## src/rtl/trg_pkg.sv

```systemverilog
package trg_pkg;

    typedef enum logic {
        ST_HOLD = 1'b0,
        ST_RUN  = 1'b1
    } chain_st_t;

    localparam logic [2:0] BASE_FAST = 3'b000;
    localparam logic [2:0] BASE_MID  = 3'b001;
    localparam logic [2:0] BASE_SLOW = 3'b010;

    function automatic logic base_ok(input logic [2:0] b);
        return (b == BASE_FAST) || (b == BASE_MID) || (b == BASE_SLOW);
    endfunction

    // Reference-tick exponent of the event period for a rate code.
    function automatic logic [3:0] tap_of(input logic [3:0] rate, input logic slow);
        logic [3:0] k;
        unique case (rate)
            4'd1:    k = slow ? 4'd7 : 4'd0;
            4'd2:    k = slow ? 4'd8 : 4'd1;
            default: k = rate - 4'd1;
        endcase
        return k;
    endfunction

endpackage

```

## src/rtl/trg_prescale.sv

```systemverilog
module trg_prescale
    import trg_pkg::*;
#(
    parameter int FAST_SHIFT = 7,
    parameter int MID_SHIFT  = 5
) (
    input  logic       clk,
    input  logic       rst_n,
    input  logic       run,
    input  logic [2:0] base_sel,
    output logic       ref_tick,
    output logic       half_phase
);
    localparam int PW = FAST_SHIFT;

    logic [PW-1:0] pre_q;
    logic [PW-1:0] mask;
    logic [PW-1:0] half_bit;
    int unsigned   sh;

    always_comb begin
        unique case (base_sel)
            BASE_FAST: sh = FAST_SHIFT;
            BASE_MID:  sh = MID_SHIFT;
            default:   sh = 0;
        endcase
        mask       = PW'((32'd1 << sh) - 32'd1);
        half_bit   = mask ^ (mask >> 1);
        ref_tick   = run && ((pre_q & mask) == mask);
        half_phase = |(pre_q & half_bit);
    end

    always_ff @(posedge clk or negedge rst_n) begin
        if (!rst_n) begin
            pre_q <= '0;
        end else if (!run) begin
            pre_q <= '0;
        end else begin
            pre_q <= pre_q + 1'b1;
        end
    end

endmodule

```

## src/rtl/trg_ref_chain.sv

```systemverilog
module trg_ref_chain #(
    parameter int REF_BITS = 15
) (
    input  logic                clk,
    input  logic                rst_n,
    input  logic                run,
    input  logic                ref_tick,
    output logic [REF_BITS-1:0] ref_cnt,
    output logic                sec_o
);
    always_ff @(posedge clk or negedge rst_n) begin
        if (!rst_n) begin
            ref_cnt <= '0;
        end else if (!run) begin
            ref_cnt <= '0;
        end else if (ref_tick) begin
            ref_cnt <= ref_cnt + 1'b1;
        end
    end

    assign sec_o = ref_tick && (&ref_cnt);


    sec_single_chk: assert property (@(posedge clk) disable iff (!rst_n)
        sec_o |=> !sec_o);

endmodule

```

## src/rtl/trg_tap_sel.sv

```systemverilog
module trg_tap_sel
    import trg_pkg::*;
#(
    parameter int REF_BITS = 15
) (
    input  logic                run,
    input  logic [3:0]          rate,
    input  logic                slow,
    input  logic                ref_tick,
    input  logic [REF_BITS-1:0] ref_cnt,
    input  logic                half_phase,
    input  logic                sqw_en,
    output logic                evt_o,
    output logic                sqw_o
);
    logic [3:0]          k;
    logic [REF_BITS-1:0] lowmask;
    logic [REF_BITS-1:0] topbit;
    logic                active;

    always_comb begin
        k       = tap_of(rate, slow);
        lowmask = REF_BITS'((32'd1 << k) - 32'd1);
        topbit  = lowmask ^ (lowmask >> 1);
        active  = run && (rate != 4'd0);
        evt_o   = active && ref_tick && ((ref_cnt & lowmask) == lowmask);
        sqw_o   = active && sqw_en &&
                  ((k == 4'd0) ? half_phase : |(ref_cnt & topbit));
    end

endmodule

```

## src/rtl/tick_rate_gen.sv

```systemverilog
module tick_rate_gen
    import trg_pkg::*;
#(
    parameter int FAST_SHIFT = 7,
    parameter int MID_SHIFT  = 5,
    parameter int REF_BITS   = 15
) (
    input  logic       clk,
    input  logic       rst_n,
    input  logic [6:0] cfg_a,
    input  logic       sqw_en,
    output logic       per_evt,
    output logic       sqw_out,
    output logic       sec_tick
);
    logic [3:0]          rate;
    logic [2:0]          base;
    chain_st_t           st_q, st_d;
    logic                chain_on;
    logic                ref_tick, half_phase;
    logic [REF_BITS-1:0] ref_cnt;
    logic                sec_c, evt_c, sqw_c;

    assign rate     = cfg_a[3:0];
    assign base     = cfg_a[6:4];
    assign chain_on = (st_q == ST_RUN) && base_ok(base);

    // State register
    always_ff @(posedge clk or negedge rst_n) begin
        if (!rst_n) st_q <= ST_HOLD;
        else        st_q <= st_d;
    end

    // Transitions T_START / T_STOP
    always_comb begin
        unique case (st_q)
            ST_HOLD: st_d = base_ok(base) ? ST_RUN  : ST_HOLD;
            ST_RUN:  st_d = base_ok(base) ? ST_RUN  : ST_HOLD;
        endcase
    end

    trg_prescale #(.FAST_SHIFT(FAST_SHIFT), .MID_SHIFT(MID_SHIFT)) u_pre (
        .clk(clk), .rst_n(rst_n), .run(chain_on), .base_sel(base),
        .ref_tick(ref_tick), .half_phase(half_phase)
    );

    trg_ref_chain #(.REF_BITS(REF_BITS)) u_chain (
        .clk(clk), .rst_n(rst_n), .run(chain_on), .ref_tick(ref_tick),
        .ref_cnt(ref_cnt), .sec_o(sec_c)
    );

    trg_tap_sel #(.REF_BITS(REF_BITS)) u_tap (
        .run(chain_on), .rate(rate), .slow(base == BASE_SLOW),
        .ref_tick(ref_tick), .ref_cnt(ref_cnt), .half_phase(half_phase),
        .sqw_en(sqw_en), .evt_o(evt_c), .sqw_o(sqw_c)
    );

    // Output register
    always_ff @(posedge clk or negedge rst_n) begin
        if (!rst_n) begin
            per_evt  <= 1'b0;
            sqw_out  <= 1'b0;
            sec_tick <= 1'b0;
        end else begin
            per_evt  <= evt_c;
            sqw_out  <= sqw_c;
            sec_tick <= sec_c;
        end
    end


    hold_quiet_chk: assert property (@(posedge clk) disable iff (!rst_n)
        (st_q == ST_HOLD) |=> (!per_evt && !sqw_out && !sec_tick));


    rate_off_chk: assert property (@(posedge clk) disable iff (!rst_n)
        (rate == 4'd0) |=> (!per_evt && !sqw_out));


    sqw_gate_chk: assert property (@(posedge clk) disable iff (!rst_n)
        !sqw_en |=> !sqw_out);

endmodule

```

## config.mk

```make
export PLATFORM = sky130hd
export DESIGN_NAME = tick_rate_gen
export DESIGN_NICKNAME = d
export VERILOG_FILES = /design/src/rtl/trg_pkg.sv /design/src/rtl/trg_prescale.sv /design/src/rtl/trg_ref_chain.sv /design/src/rtl/trg_tap_sel.sv /design/src/rtl/tick_rate_gen.sv
export SDC_FILE = /design/constraint.sdc
export NUM_CORES = 1
export LEC_CHECK = 0
export BUFFER_PORTS_ARGS = -buffer_cell sky130_fd_sc_hd__buf_2
export CORE_ASPECT_RATIO = 0.8
export CORE_MARGIN = 2
export CORE_UTILIZATION = 25
export DETAILED_ROUTE_END_ITERATION = 6
export MAX_ROUTING_LAYER = met4
export PLACE_DENSITY_LB_ADDON = 0.08
export SETUP_SLACK_MARGIN = 0.1
export SLEW_MARGIN = 20
export SYNTH_ARGS = -nofsm -noshare
export SYNTH_HDL_FRONTEND = slang
export SYNTH_HIERARCHICAL = 1
export SYNTH_SLANG_ARGS = --single-unit
```

## constraint.sdc

```tcl
create_clock -name clk -period 6.2 [get_ports clk]
set_clock_uncertainty 0.05 [all_clocks]
set_input_delay 0.62 -clock clk [delete_from_list [all_inputs] [get_ports clk]]
set_output_delay 0.62 -clock clk [all_outputs]
set_load 0.02 [all_outputs]
```

-- After elaboration in Yosys (flattened, before gate mapping)
Cells that the tools add are included.
- flip-flop bits (word level): 26
- bits of input ports: 10
- output and inout bits: 3
- word-level logic and storage cells: 51
- $add $sub $neg: 5
- equal/unequal tests: 7
- shift-type cells: 2
- multiplexer cells: 9
- bitwise operators: 6
- reductions and logical operators: 16
- operators by type and width (cell ; number):
    $and A15 B15 Y15 ; 2
    $mux W15 ; 2
    $add A15 B1 Y15 const B ; 1
    $eq A15 B15 Y1 ; 1
    $reduce_and A15 Y1 ; 1
    $reduce_or A15 Y1 ; 1
    $shl A1 B4 Y15 const A ; 1
    $sub A15 B1 Y15 const B ; 1
    $xor A15 B14 Y15 ; 1
    $and A7 B7 Y7 ; 2
    $logic_and A1 B1 Y1 ; 8
    $pmux W4 S2 ; 1
    $add A7 B1 Y7 const B ; 1
    $eq A7 B7 Y1 ; 1
    $mux W7 ; 1
    $reduce_or A7 Y1 ; 1
    $shl A1 B3 Y7 const A ; 1
    $sub A7 B1 Y7 const B ; 1
    $xor A7 B6 Y7 ; 1
    $pmux W3 S2 ; 1
    $eq A4 B1 Y1 const B ; 1
    $eq A4 B2 Y1 const B ; 1
    $logic_not A4 Y1 ; 1
    $mux W4 ; 1
    9 further kinds ; 11

-- Depth between registers and ports, before layout
- depth in word-level cells: 10
- depth in mapped cells: 16
- depth with buffers taken out: 16

-- By module
The synthesis kept the hierarchy.
- by module, submodules not included (module ; instances ; cells an instance ; area an instance (µm²)):
    trg_tap_sel ; 1 ; 160 ; 1114.8
    trg_ref_chain ; 1 ; 83 ; 783.3
    trg_prescale ; 1 ; 33 ; 347.8
    tick_rate_gen ; 1 ; 7 ; 122.6

-- Worst setup path after synthesis
No wires, ideal clock.
- kind: input -> register
- start: in cfg_a[6]
- end: reg sqw_out
- arrival: 3.620 ns
- data required time: 6.020 ns
- path slack: 2.400 ns
- stages: 12
- path buffers: 2
- cell sequence: nor3b_1 > nor2_1 > o31ai_1 > o2111a_1 > nand2_1 > ha_1 > clkbuf_1 > clkbuf_1 > o311ai_0 > o221ai_1 > a2111oi_2 > a21oi_1
- longest elaborated chain between the ends: 10
- RTL lines (what ; line ; source):
    start: declaration ; tick_rate_gen.sv:10 ; input logic [6:0] cfg_a,
    $eq A3 B2 Y1 ; trg_pkg.sv:13, tick_rate_gen.sv:53 ;
    $mux W4 / $mux W3 (equally long branches) ; trg_pkg.sv:21, trg_pkg.sv:20 ;
    $pmux W4 S2 ; trg_pkg.sv:19 ; unique case (rate)
    $shl A1 B4 Y15 ; trg_tap_sel.sv:23 ; lowmask = REF_BITS'((32'd1 << k) - 32'd1);
    $sub A15 B1 Y15 ; trg_tap_sel.sv:23 ;
    $xor A15 B14 Y15 ; trg_tap_sel.sv:24 ; topbit = lowmask ^ (lowmask >> 1);
    $and A15 B15 Y15 ; trg_tap_sel.sv:28 ; ((k == 4'd0) ? half_phase : |(ref_cnt & topbit));
    $reduce_or A15 Y1 ; trg_tap_sel.sv:28 ;
    $mux W1 ; trg_tap_sel.sv:28 ;
    $logic_and A1 B1 Y1 * ; trg_tap_sel.sv:27 ; sqw_o = active && sqw_en &&
    via sqw_c ; tick_rate_gen.sv:22 ; logic sec_c, evt_c, sqw_c;
    end signal: assignment ; tick_rate_gen.sv:66 ; sqw_out <= sqw_c;
    end: declaration ; tick_rate_gen.sv:13 ; output logic sqw_out,
The timed path passes the listed nets; every way through them passes the cells marked *.
A chain may end at the register's enable or synchronous reset.

-- Worst setup path after layout
Same ends and word-level chain as after synthesis.

==> reports/qor.csv <==
metric,value,unit
crit-path max cell delay,0.67,ns
register area,650.6,sq um
RSZ-0062 raised after global routing,false,
minimum clock period,4.884,ns
Ys Warns,6,
post-synthesis instance area,0.002369,sq mm
Pins Over Slew Limit,0,
Final Hold Fails,0,
vias after detailed routing,2212,
Multi-input gate area,0.001632,sq mm
antenna violations before repair,0,
CP endpoint kind,flip-flop,
total gr overflow,0,
Total Neg Setup Slack,0,ns
Final ANT Viol Nets,0,
Worst EP arrival,4.97,ns
Starting Density,0.2598,
critical path's slowest cell,ha_1,
fraction of registers with async set/reset,1.000,
CORE AREA,0.009115,sq mm
P_sw,0.1339,mW
Die Width,112.8,microns
Seq cells post-synth,26,
HP Class,input port to async pin,
Port Buffers,12,
"EDFF count, synth",0,
Post-route DRC,0,
Vias/cell,5.448,
crit-path max FO,22,
Post-CTS Resized,0,
Worst Max-Slew Pin Slew,0.9517,ns
P_int,0.3043,mW
clock share of power,0.362,
count of final setup violators,0,
maxcap violations,0,
worst path cell trace,"buf_2, nor3b_1, and4bb_1, nor4_2, and2_1, nand2_1, ha_1, clkinv_1, nand2_1, nor2_1, mux2i_1, nor4b_1, nand3_1, a2111oi_2, a21oi_1",
Final Wtd Congestion,0.8829,
proportion of layout cells with a drive suffix above 1,0.1409,
GRT Overall Usage,0.1435,
first-pass GRT wire length,11650,microns
IO Pins,13,
Synth-to-Final Area Change,10.62,%
peak supply drop,0.0001303,V
detailed router's first-iteration violation count,175,
Worst Path Required,6.29,ns
Lkg Pwr,0.9630,nW
max_slew headroom,0.3603,
largest net degree at the start of global routing,27,
# fillers,955,
DIE HEIGHT,91.06,microns
most frequent CP cell,nand2_1,
register area share after synthesis,0.2747,
DP HPWL,5217,microns
Synth Net Count,299,
Critical Path Source,cfg_a[6],
Non-Filler Instances,406,
number of global-route vias before repair,2076,
Max Buffers Root-to-Sink,2,
Crit path max-delay family,simple AND/OR/NAND/NOR gates,
dpl cells,402,
Power Density,167.3,mW/mm^2
fmax,0.2048,GHz
Setup CP Type,input port to flip-flop,
WL final,6961,microns
first-pass iteration count of the detailed router,4,
Most used DFF post-synth,dfrtp_1,
Synth Instances,283,
total clock sinks,26,
sw frac,0.3056,
DR WL/cell,17.15,microns
clk_lat worst skew,0.26,ns
CTS tree,yes,
Syn Area/Cell,8.369,sq um
TritonCTS Buffers,3,
"Hold-fix buffers, CTS",0,
H-tree depth,1,
fin crit share,0.7877,
Antenna Cells,0,
Unique masters post-synth,69,
CTS root buffer,clkbuf_16,
clk slew on worst S/H paths,0.07,ns
Critical R2R Launch,st_q$_DFF_PN0_,
die area,0.01027,sq mm
Startpoint Class,input port,
Sequential Power Share,0.391,
combinational power share,0.247,
Post-CTS Setup Bufs,0,
status,"finished, final reports clean",
layout net count,308,
site row count,31,
crit path buf inv count,2,
[routing by layer]
metal | vias to the layer above | routed length [microns] | global-route usage | part of all wire
met3 | 2 | 337 | 0.02270 | 0.048
li1 | 1070 | - | - | -
met4 | 0 | 8 | 0.009146 | 0.0011
met5 | - | 0 | - | 0
met2 | 79 | 2991 | 0.2081 | 0.43
met1 | 1061 | 3623 | 0.2189 | 0.52
[worst reg2reg max path, stage by stage (launching register included)]
cell and delay (ns):
dfrtp_1 0.31, and2_1 0.41, o31a_1 0.52, nor2b_4 0.10, or4_4 0.51, or4_1 0.41, a21oi_1 0.15
[metrics by stage]
step / hold WS, ns / cell area [sq um] / power [mW] / worst slack, ns / utilization
CTS: 0.3485 / 2620 / 0.4410 / 1.460 / 0.2874
global placement: 0.4299 / 2531 / 0.2848 / 0.9873 / 0.2777
floorplan: 0.2744 / 2369 / 0.2510 / 2.400 / -
global route: 0.3644 / 2620 / 0.4634 / 0.9846 / 0.2874
finish: 0.3116 / 2620 / 0.4383 / 1.316 / 0.2874
detailed placement: 0.4242 / 2531 / 0.2801 / 1.216 / 0.2777
[cells in the mapped netlist, drive strengths merged, types with 2 or more instances]
cell      n  share of area
nor2b     6          0.020
or4       4          0.014
ha        6          0.032
nand3    14          0.037
o21ai    18          0.038
nand2    27          0.045
clkbuf    4         0.0063
or3       5          0.013
o211ai    3         0.0095
o31ai     3         0.0095
and2      9          0.024
buf       6          0.017
nand3b    2         0.0063
nor3b     2         0.0063
a32oi     3          0.011
dfrtp    26           0.27
a21boi    5          0.016
and3      6          0.018
inv       7          0.011
a2111oi   4          0.033
xor2      5          0.018
mux2i     6          0.025
nor2     31          0.049
o21bai    3         0.0095
nor4      5          0.018
nor3     11          0.028
o221ai    3          0.014
nand4     5          0.013
xnor2     9          0.033
a21oi    24          0.057
[power groups by stage]
stage | logic, mW | registers, mW | clock network, mW
floorplan | 0.0767 | 0.174 | 0
global placement | 0.110 | 0.174 | 0
detailed placement | 0.106 | 0.174 | 0
CTS | 0.106 | 0.171 | 0.164
global route | 0.120 | 0.171 | 0.172
finish | 0.108 | 0.171 | 0.159
[logic make-up (layout without fill, tap and decap cells)]
kind of cell,count (synthesis),in the layout,synth area share
XOR/XNOR,14,14,0.05177
flip-flops,26,26,0.2747
adder cells (fa/ha/maj),6,6,0.03169
AO/OA/AOI/OAI,79,79,0.2604
multiplexers,6,6,0.02536
buffers and inverters,18,26,0.03644
AND/OR/NAND/NOR,134,134,0.3196
[worst paths after layout]
kind	end	slack, ns	depth (start not counted)
worst min-delay path	per_evt$_DFF_PN0_	0.31	1
max in group asynchronous	u_pre/pre_q[3]$_DFF_PN0_	5.39	1
worst min register to register	u_pre/pre_q[0]$_DFF_PN0_	0.44	1
worst max register to register	u_chain/ref_cnt[13]$_DFFE_PN0P_	3.65	6
min in group clk	u_pre/pre_q[0]$_DFF_PN0_	0.44	1
worst max-delay path	sqw_out$_DFF_PN0_	1.32	15
[layout make-up]
| type | count | area share |
|---|---|---|
| inverter | 8 | 0.01146 |
| multi-input combinational | 239 | 0.6227 |
| sequential | 26 | 0.2483 |
| timing repair buffer | 14 | 0.02865 |
| tap | 115 | 0.05492 |
| clock buffer | 4 | 0.03391 |
[sequential cells by signal, indices dropped and copies added (netlist names)]
register and cells:
u_pre/pre_q 7, sqw_out 1, st_q 1, per_evt 1, u_chain/ref_cnt 15, sec_tick 1
[cells in the final DEF (no fill, tap or decap), types with 7 or more instances in the layout]
| cell | count |
|---|---|
| a21oi_1 | 22 |
| and2_1 | 9 |
| buf_2 | 12 |
| dfrtp_1 | 26 |
| inv_1 | 7 |
| nand2_1 | 25 |
| nand3_1 | 12 |
| nor2_1 | 31 |
| nor3_1 | 10 |
| o21ai_0 | 16 |
| xnor2_1 | 9 |
Note: power is estimated with default switching activity, not from simulation.
